<file path="config.mk">
export PLATFORM = sky130hd
export DESIGN_NAME = memop_cpu
export DESIGN_NICKNAME = d
export VERILOG_FILES = /design/src/rtl/memop_pkg.sv /design/src/rtl/memop_alu.sv /design/src/rtl/memop_regfile.sv /design/src/rtl/memop_ctrl.sv /design/src/rtl/memop_cpu.sv
export SDC_FILE = /design/constraint.sdc
export NUM_CORES = 1
export LEC_CHECK = 0
export CORE_MARGIN = 3
export CORE_UTILIZATION = 30
export DETAILED_ROUTE_END_ITERATION = 16
export DONT_BUFFER_PORTS = 1
export PLACE_DENSITY_LB_ADDON = 0.1
export SLEW_MARGIN = 20
export SYNTH_ARGS = -nofsm -noshare
export SYNTH_HDL_FRONTEND = slang
export SYNTH_SLANG_ARGS = --single-unit
</file>
<file path="constraint.sdc">
create_clock -name clk -period 8.4 [get_ports clk]
set_clock_uncertainty 0.2 [all_clocks]
set_input_delay 1.68 -clock clk [delete_from_list [all_inputs] [get_ports clk]]
set_output_delay 1.68 -clock clk [all_outputs]
set_load 0.02 [all_outputs]
</file>
<file path="src/rtl/memop_pkg.sv">
package memop_pkg;

  localparam int INSN_W = 32;
  localparam int FLD_W  = 17;
  localparam int RIDX_W = 4;

  typedef enum logic [1:0] {
    CL_MEM2REG = 2'd0,
    CL_REG2MEM = 2'd1,
    CL_IMM     = 2'd2,
    CL_SYS     = 2'd3
  } iclass_e;

  typedef enum logic [2:0] {
    FN_ADD   = 3'd0,
    FN_SUB   = 3'd1,
    FN_AND   = 3'd2,
    FN_OR    = 3'd3,
    FN_LEFT  = 3'd4,
    FN_RIGHT = 3'd5,
    FN_RSV6  = 3'd6,
    FN_HALT  = 3'd7
  } fn_e;

  typedef enum logic [2:0] {
    ST_FETCH,
    ST_DECODE,
    ST_ADDR,
    ST_MEMRD,
    ST_EXEC,
    ST_WB,
    ST_HALT
  } state_e;

  typedef struct packed {
    logic [1:0]        cls;
    logic [2:0]        fn;
    logic [1:0]        mode;
    logic [RIDX_W-1:0] rd;
    logic [RIDX_W-1:0] rx;
    logic [FLD_W-1:0]  fld;
  } insn_t;

  // address mode reuses the ALU function set
  function automatic logic [2:0] mode_fn(input logic [1:0] m);
    case (m)
      2'd0:    mode_fn = FN_ADD;
      2'd1:    mode_fn = FN_LEFT;
      default: mode_fn = FN_RIGHT;
    endcase
  endfunction

endpackage

</file>
<file path="src/rtl/memop_alu.sv">
module memop_alu
  import memop_pkg::*;
#(
  parameter int W = 32
) (
  input  logic [2:0]   fn,
  input  logic [W-1:0] a,
  input  logic [W-1:0] b,
  output logic [W-1:0] y
);

  always_comb begin
    case (fn)
      FN_ADD:   y = a + b;
      FN_SUB:   y = a - b;
      FN_AND:   y = a & b;
      FN_OR:    y = a | b;
      FN_RIGHT: y = b;
      default:  y = a;
    endcase
  end

endmodule

</file>
<file path="src/rtl/memop_regfile.sv">
module memop_regfile #(
  parameter int W     = 32,
  parameter int NREG  = 16,
  localparam int AW   = $clog2(NREG)
) (
  input  logic          clk,
  input  logic          rst,
  input  logic          we,
  input  logic [AW-1:0] wa,
  input  logic [W-1:0]  wd,
  input  logic [AW-1:0] ra0,
  output logic [W-1:0]  rd0,
  input  logic [AW-1:0] ra1,
  output logic [W-1:0]  rd1
);

  logic [W-1:0] regs [NREG];

  always_ff @(posedge clk) begin
    if (rst) begin
      for (int i = 0; i < NREG; i++) regs[i] <= '0;
    end else if (we) begin
      regs[wa] <= wd;
    end
  end

  assign rd0 = regs[ra0];
  assign rd1 = regs[ra1];

endmodule

</file>
<file path="src/rtl/memop_ctrl.sv">
module memop_ctrl
  import memop_pkg::*;
(
  input  logic       clk,
  input  logic       rst,
  input  logic [1:0] cls,
  input  logic [2:0] fn,
  output logic       ld_ir,
  output logic       ld_ea,
  output logic       ld_res,
  output logic       rf_we,
  output logic       pc_inc,
  output logic       req,
  output logic       req_wr,
  output logic       sel_ea,
  output logic       halted
);

  state_e st, st_nx;

  always_comb begin
    st_nx  = st;
    ld_ir  = 1'b0;
    ld_ea  = 1'b0;
    ld_res = 1'b0;
    rf_we  = 1'b0;
    pc_inc = 1'b0;
    req    = 1'b0;
    req_wr = 1'b0;
    sel_ea = 1'b0;
    case (st)
      ST_FETCH: begin
        req    = 1'b1;
        pc_inc = 1'b1;
        st_nx  = ST_DECODE;
      end
      ST_DECODE: begin
        ld_ir = 1'b1;
        st_nx = ST_ADDR;
      end
      ST_ADDR: begin
        ld_ea = 1'b1;
        case (cls)
          CL_SYS:  st_nx = (fn == FN_HALT) ? ST_HALT : ST_FETCH;
          CL_IMM:  st_nx = ST_EXEC;
          default: st_nx = ST_MEMRD;
        endcase
      end
      ST_MEMRD: begin
        req    = 1'b1;
        sel_ea = 1'b1;
        st_nx  = ST_EXEC;
      end
      ST_EXEC: begin
        ld_res = 1'b1;
        st_nx  = ST_WB;
      end
      ST_WB: begin
        if (cls == CL_REG2MEM) begin
          req    = 1'b1;
          req_wr = 1'b1;
          sel_ea = 1'b1;
        end else begin
          rf_we = 1'b1;
        end
        st_nx = ST_FETCH;
      end
      default: st_nx = ST_HALT;
    endcase
  end

  always_ff @(posedge clk) begin
    if (rst) begin
      st     <= ST_FETCH;
      halted <= 1'b0;
    end else begin
      st <= st_nx;
      if (st_nx == ST_HALT) halted <= 1'b1;
    end
  end

endmodule

</file>
<file path="src/rtl/memop_cpu.sv">
module memop_cpu
  import memop_pkg::*;
#(
  parameter int DW   = 32,
  parameter int AW   = 16,
  parameter int NREG = 16
) (
  input  logic          clk,
  input  logic          rst,
  output logic          mem_en,
  output logic          mem_we,
  output logic [AW-1:0] mem_addr,
  output logic [DW-1:0] mem_wdata,
  input  logic [DW-1:0] mem_rdata,
  output logic          halted
);

  localparam int EXT_W = DW - FLD_W;

  logic [AW-1:0] pc;
  logic [DW-1:0] ir, ea, res;
  insn_t         dec;

  logic ld_ir, ld_ea, ld_res, rf_we, pc_inc, sel_ea;
  logic [DW-1:0] r_tgt, r_idx, fld_ext, agu_y, alu_b, alu_y;

  assign dec     = insn_t'(ir[INSN_W-1:0]);
  assign fld_ext = {{EXT_W{1'b0}}, dec.fld};

  memop_ctrl u_ctrl (
    .clk    (clk),
    .rst    (rst),
    .cls    (dec.cls),
    .fn     (dec.fn),
    .ld_ir  (ld_ir),
    .ld_ea  (ld_ea),
    .ld_res (ld_res),
    .rf_we  (rf_we),
    .pc_inc (pc_inc),
    .req    (mem_en),
    .req_wr (mem_we),
    .sel_ea (sel_ea),
    .halted (halted)
  );

  memop_regfile #(.W(DW), .NREG(NREG)) u_rf (
    .clk (clk),
    .rst (rst),
    .we  (rf_we),
    .wa  (dec.rd),
    .wd  (res),
    .ra0 (dec.rd),
    .rd0 (r_tgt),
    .ra1 (dec.rx),
    .rd1 (r_idx)
  );

  // address unit: same function set, selected by the mode field
  memop_alu #(.W(DW)) u_agu (
    .fn (mode_fn(dec.mode)),
    .a  (r_idx),
    .b  (fld_ext),
    .y  (agu_y)
  );

  assign alu_b = (dec.cls == CL_IMM) ? ea : mem_rdata;

  memop_alu #(.W(DW)) u_alu (
    .fn (dec.fn),
    .a  (r_tgt),
    .b  (alu_b),
    .y  (alu_y)
  );

  always_ff @(posedge clk) begin
    if (rst) begin
      pc  <= '0;
      ir  <= '0;
      ea  <= '0;
      res <= '0;
    end else begin
      if (pc_inc) pc  <= pc + 1'b1;
      if (ld_ir)  ir  <= mem_rdata;
      if (ld_ea)  ea  <= agu_y;
      if (ld_res) res <= alu_y;
    end
  end

  assign mem_addr  = sel_ea ? ea[AW-1:0] : pc;
  assign mem_wdata = res;

endmodule

</file>
Word-level counts from Yosys, hierarchy flattened
Memory sizes are Yosys's and may differ from the RTL's. A register that Yosys moved wholly into a read port is not among the register bits.
Cells that the tools add are included.

word-level totals
  bits in registers = 116
  RAM bits = 512
  input port bits = 34
  output and inout bits = 51
  memories = 1

operators by class
  add/subtract/negate cells = 5
  equality and inequality tests = 19
  mux-type cells = 30
  bitwise gates (word level) = 4
  reductions and logical operators = 6

memories
  name       depth  width  rd ports  clocked after memory_dff  write ports  RTL line             RTL
  u_rf.regs  16     32     2         2                         16           memop_regfile.sv:17  logic [W-1:0] regs [NREG];

operator list
  cell                     number
  $pmux W32 S5             2
  $mux W32                 2
  $add A32 B17 Y32         1
  $add A32 B32 Y32         1
  $and A32 B17 Y32         1
  $and A32 B32 Y32         1
  $or A32 B17 Y32          1
  $or A32 B32 Y32          1
  $reduce_or A32 Y1        1
  $sub A32 B17 Y32         1
  $sub A32 B32 Y32         1
  $mux W4                  5
  $eq A3 B2 Y1 const B     6
  $eq A3 B3 Y1 const B     6
  $pmux W3 S6              1
  $add A16 B1 Y16 const B  1
  $mux W16                 1
  $mux W1                  14
  $pmux W3 S2              2
  $eq A3 B1 Y1 const B     3
  $logic_not A3 Y1         3
  $eq A2 B1 Y1 const B     2
  $eq A2 B2 Y1 const B     2
  $pmux W1 S2              2
  3 further kinds          3

Depth between registers and ports, before layout
  word-level depth = 8
  depth in mapped cells = 23
  mapped depth without buffers = 20

Hierarchy
From an unflattened synthesis, not the netlist that was laid out.

second synthesis, totals
  cells, all modules = 3389
  area, all modules = 38961.1 um2

by module, submodules not included
  module             instances  cells each  area each (um2)
  memop_regfile      1          1687        26581.7
  memop_cpu          1          457         4673.2
  memop_alu (u_agu)  1          625         3778.6
  memop_alu (u_alu)  1          586         3613.5
  memop_ctrl         1          34          314.1

Least setup slack after synthesis
No wires, ideal clock.

  path kind = in2reg
  start point = in mem_rdata[0]
  end point = reg res[31] (netlist: mem_wdata[31])
  setup time = 0.131 ns
  arrival time = 5.222 ns
  required time = 8.069 ns
  slack = 2.847 ns
  stages = 18
  path buffers = 0
  cells stage by stage = o31ai_4 > nand4_4 > nor4b_4 > and2_1 > a21oi_1 > xor2_1 > ha_1 > nand2_1 > nor2_1 > and4_1 > a21oi_1 > o21ai_1 > a221oi_1 > o21ai_1 > a41oi_1 > o21ai_1 > xnor2_1 > o32ai_1

on the way
  cells in the longest elaborated chain, start to end = 3
  elaborated cells between the ends (all ways) = 4
  those cells by class = add/sub (2); mux (2)

ends and longest elaborated chain
  what                                                         RTL line                          RTL
  start: declaration                                           memop_cpu.sv:14                   input logic [DW-1:0] mem_rdata,
  $mux W32 *                                                   memop_cpu.sv:66                   assign alu_b = (dec.cls == CL_IMM) ? ea : mem_rdata;
  $sub A32 B32 Y32 / $add A32 B32 Y32 (equally long branches)  memop_alu.sv:15, memop_alu.sv:14
  $pmux W32 S5 *                                               memop_alu.sv:13                   case (fn)
  end signal: assignment                                       memop_cpu.sv:85                   if (ld_res) res <= alu_y;
  end: declaration                                             memop_cpu.sv:21                   logic [DW-1:0] ir, ea, res;

Mark *: on every way between the ends. The rest lies on a longest branch, timed or not.
A chain may end at the register's enable or synchronous reset.

Worst setup path after layout
  start point = reg ir[30] (netlist: dec[30])
  end point = reg res[31] (netlist: mem_wdata[31])

on the way
  cells in the longest elaborated chain, start to end = 4
  elaborated cells between the ends (all ways) = 7
  those cells by class = add/sub (2); eq/ne (1); mux (2); bitwise (2)

ends and longest elaborated chain
  what                                      RTL line         RTL
  start: declaration                        memop_cpu.sv:21
  start signal: assignment                  memop_cpu.sv:83  if (ld_ir) ir <= mem_rdata;
  $eq A2 B2 Y1 *                            memop_cpu.sv:66
  $mux W32 *                                memop_cpu.sv:66
  $sub A32 B32 Y32 (tied with other cells)  memop_alu.sv:15  FN_SUB: y = a - b;
  $pmux W32 S5 *                            memop_alu.sv:13

Marked as above.

==> impl_results.md <==
- Sw frac: 0.3118
- Layout cells sized above 1: 0.2032
- CTS Buf Count: 81
- Cell area after synthesis: around 37,000 µm²
- Critical-path top delay cell: a221oi_1
- Clock share of power: 0.377
- Worst Setup Slack post-DPL: 1661 ps
- Initial antenna violation count: 15
- Comb pwr share: 0.217
- Sequential fraction of the synthesis area: 0.4779
- DP HPWL: ~92 mm
- Initial DRC Count: ~2,700
- Fin crit share: 0.7656
- Largest family of logic cells by synthesized area: multiplexers
- Vias per inst: roughly 5.6
- Hold Vio Cnt, Final: 0
- Cells after synthesis: about 3,000
- NumNets Final: 3,063
- Final Cell Area: 42,120 µm²
- Yosys Warn Count: 0
- Largest net degree at the start of global routing: 112
- Placed cell count: 4,503
- Clock root buffer: clkbuf_16
- Final core utilization: 0.3433
- GR Util met1: 0.2924
- Post-route worst setup slack: around 2000 ps
- Pre-antenna DRT Iters: 6
- Compound-Gate Fraction of Synth Area: 0.08479
- Max incr delay on CP: 670 ps
- DR DRC count: 0
- Routed Antenna Nets: 0
- Final WL: roughly 150 mm
- Met2 GRT Util: 0.3697
- Buffers on Ports: 0
- #FFs+latches synth: ~640
- First-pass GRT wire length: 206.2 mm
- CTS Hold Bufs: 0
- Crit Path Max Fanout: 37
- Final Non-Filler Cells: approximately 4,700
- Post-CTS Setup Inserts: 0
- Vias in the first global route: approximately 27,000
- Switching pwr: ~2.8 mW
- WHS: 261.1 ps
- Commonest cells after routing, fill and taps aside: and2_1, edfxtp_1, mux4_2
- Worst endpoint required time: around 9000 ps
- Post-synth EDFFs: 512
- Internal: 6.246 mW
- Fraction of registers with async set/reset: 0
- Post-synthesis simple-gate area fraction: 0.1515
- RSZ-0062 raised after global routing: false
- Pwr/cell area: approximately 220 nW/µm²
- Area after DPL: between 30,000 and 40,000 µm²
- Adder-Cell Fraction of Synth Area: 0.02344
- Crit end category: register
- Syn nets: 3,135
- DIE AREA: roughly 130,000 µm²
- Final GP Congestion: 0.9061
- CP Data Arrival Time: 6790 ps
- FP Rows: approximately 130
- CTS clk-pin slew, worst paths: roughly 60 ps
- Slew margin rel.: 0.2336
- Routed len/inst: between 30 and 40 µm
- GR peak layer: met2
- MaxCap Viol Count: 0
- # resized after CTS: 0
- Starting density of the core: 0.3046
- GR Util met3: 0.04357
- Via count: 26,236
- Hold crit path type: register to register
- CP cell instances: nand2b_2, buf_4, mux2i_1, nor4b_4, and2_1, a21oi_1, xor2_1, ha_1, a21oi_1, o21ai_0, a21o_1, a21oi_1, o21ai_1, a221oi_1, o21ai_1, a41oi_1, o21ai_1, xnor2_1, o32ai_1
- Grt total ovfl: 0
- Area added between synthesis and finish: 12.73%
- Multiplexer area fraction after synthesis: 0.2070
- Worst setup SP type: register
- Die width: between 300 and 400 µm
- Synthesized area per cell: ~12 µm²
- Most used flip-flop cell after synthesis: edfxtp_1
- Worst skew pair latency: between 600 and 700 ps
- TNS Setup: 0 ps
- Peak VDD IR: between 0.0001 and 0.00015 V
- Crit path kind: register to register
- Worst slew pin tran: around 1100 ps
- Die height: roughly 360 µm
- # IOs: between 80 and 90
- CTS tree: yes
- Fmax: 155.5 MHz
- Most common cell after layout, fill and taps aside: and2_1
- Final Total Pwr: between 9 and 10 mW
- Distinct cells, synth: 84
- Gr usage total: 0.2225
- Leakage: 14.73 nW
- Synth Area in XOR/XNOR: 0.02344
- H-tree depth: 3
- # setup viols final: 0
- Final Max Tran Viols: 0
- Clock Sinks: 636
- Tmin final: approximately 6400 ps
- Clock tree buffer depth: 3
- Seq pwr share: 0.406
- Status: completed
- Core Area: between 100,000 and 150,000 µm²
==> path summary, 6_finish.rpt <==
check | slack, ps | end | startpoint | cells after the start
setup reg to reg | 1970 | mem_wdata[31]$_SDFFE_PP0P_ | dec[30]$_SDFFE_PP0P_ | 19
hold / removal | 260 | register | dec[19]$_SDFFE_PP0P_ | 2
hold reg to reg | 260 | register | dec[19]$_SDFFE_PP0P_ | 2
setup / recovery | 1970 | mem_wdata[31]$_SDFFE_PP0P_ | dec[30]$_SDFFE_PP0P_ | 19
==> cell usage after synthesis (48+ instances only) <==
master	n	area, µm²
xnor2_1	49	429.2
o21ai_0	91	455.4
nor3_1	70	350.3
a21oi_1	159	795.8
nand2_1	165	619.3
clkbuf_1	204	765.7
nor2_1	174	653.1
inv_1	58	217.7
ha_1	66	825.8
mux4_2	319	7184
xor2_1	51	446.7
edfxtp_1	512	15370
and2_1	514	3216
dfxtp_1	124	2482
o21ai_1	48	240.2
==> critical path, delay by kind of cell (launching register included) <==
| kind | cells | cell delay, ps |
|---|---|---|
| buffers and inverters | 1 | 540 |
| adder cells (fa/ha/maj) | 1 | 370 |
| flip-flops | 1 | 480 |
| multiplexers | 1 | 530 |
| AND/OR/NAND/NOR | 3 | 1150 |
| XOR/XNOR | 2 | 340 |
| AO/OA/AOI/OAI | 11 | 2690 |
==> power by group through the flow <==
stage               Clock [mW]  Sequential, mW  Combinational (mW)
global route              3.62            3.70                2.13
global placement             0            3.75                1.93
detailed placement           0            3.75                1.95
CTS                       3.50            3.68                1.96
finish                    3.42            3.68                1.97
floorplan                    0            3.66                1.39
==> layout make-up <==
| type | instances | area [µm²] |
|---|---|---|
| Fill cell | 11966 | 80560 |
| Multi-Input combinational cell | 2088 | 18580 |
| Sequential cell | 636 | 17890 |
| Clock buffer | 94 | 2128 |
| Tap cell | 1625 | 2033 |
| Timing Repair Buffer | 92 | 793.3 |
| Clock inverter | 54 | 451.7 |
| Inverter | 62 | 232.7 |
| Antenna cell | 5 | 12.51 |
==> flip-flops by register name (all words and copies together), names as in the netlist, named ones only <==
name,cells
u_rf.regs,512
dec,32
pc,16
u_ctrl.halted,1
ea,32
mem_wdata,32
u_ctrl.st,3
==> logic make-up (layout without fill, tap and decap cells) <==
logic type	Yosys count	after routing
multiplexers	369	369
XOR/XNOR	100	100
flip-flops	636	636
AND/OR/NAND/NOR	1043	1043
buffers and inverters	309	302
other	0	5
AO/OA/AOI/OAI	507	507
adder cells (fa/ha/maj)	69	69
==> metal layers <==
| metal | routed length [µm] | vias up |
|---|---|---|
| met5 | 12 | - |
| met4 | 4878 | 2 |
| met3 | 9802 | 222 |
| met2 | 69940 | 1018 |
| met1 | 60960 | 13687 |
| li1 | - | 11307 |
Power figures use the tool's default switching activity.
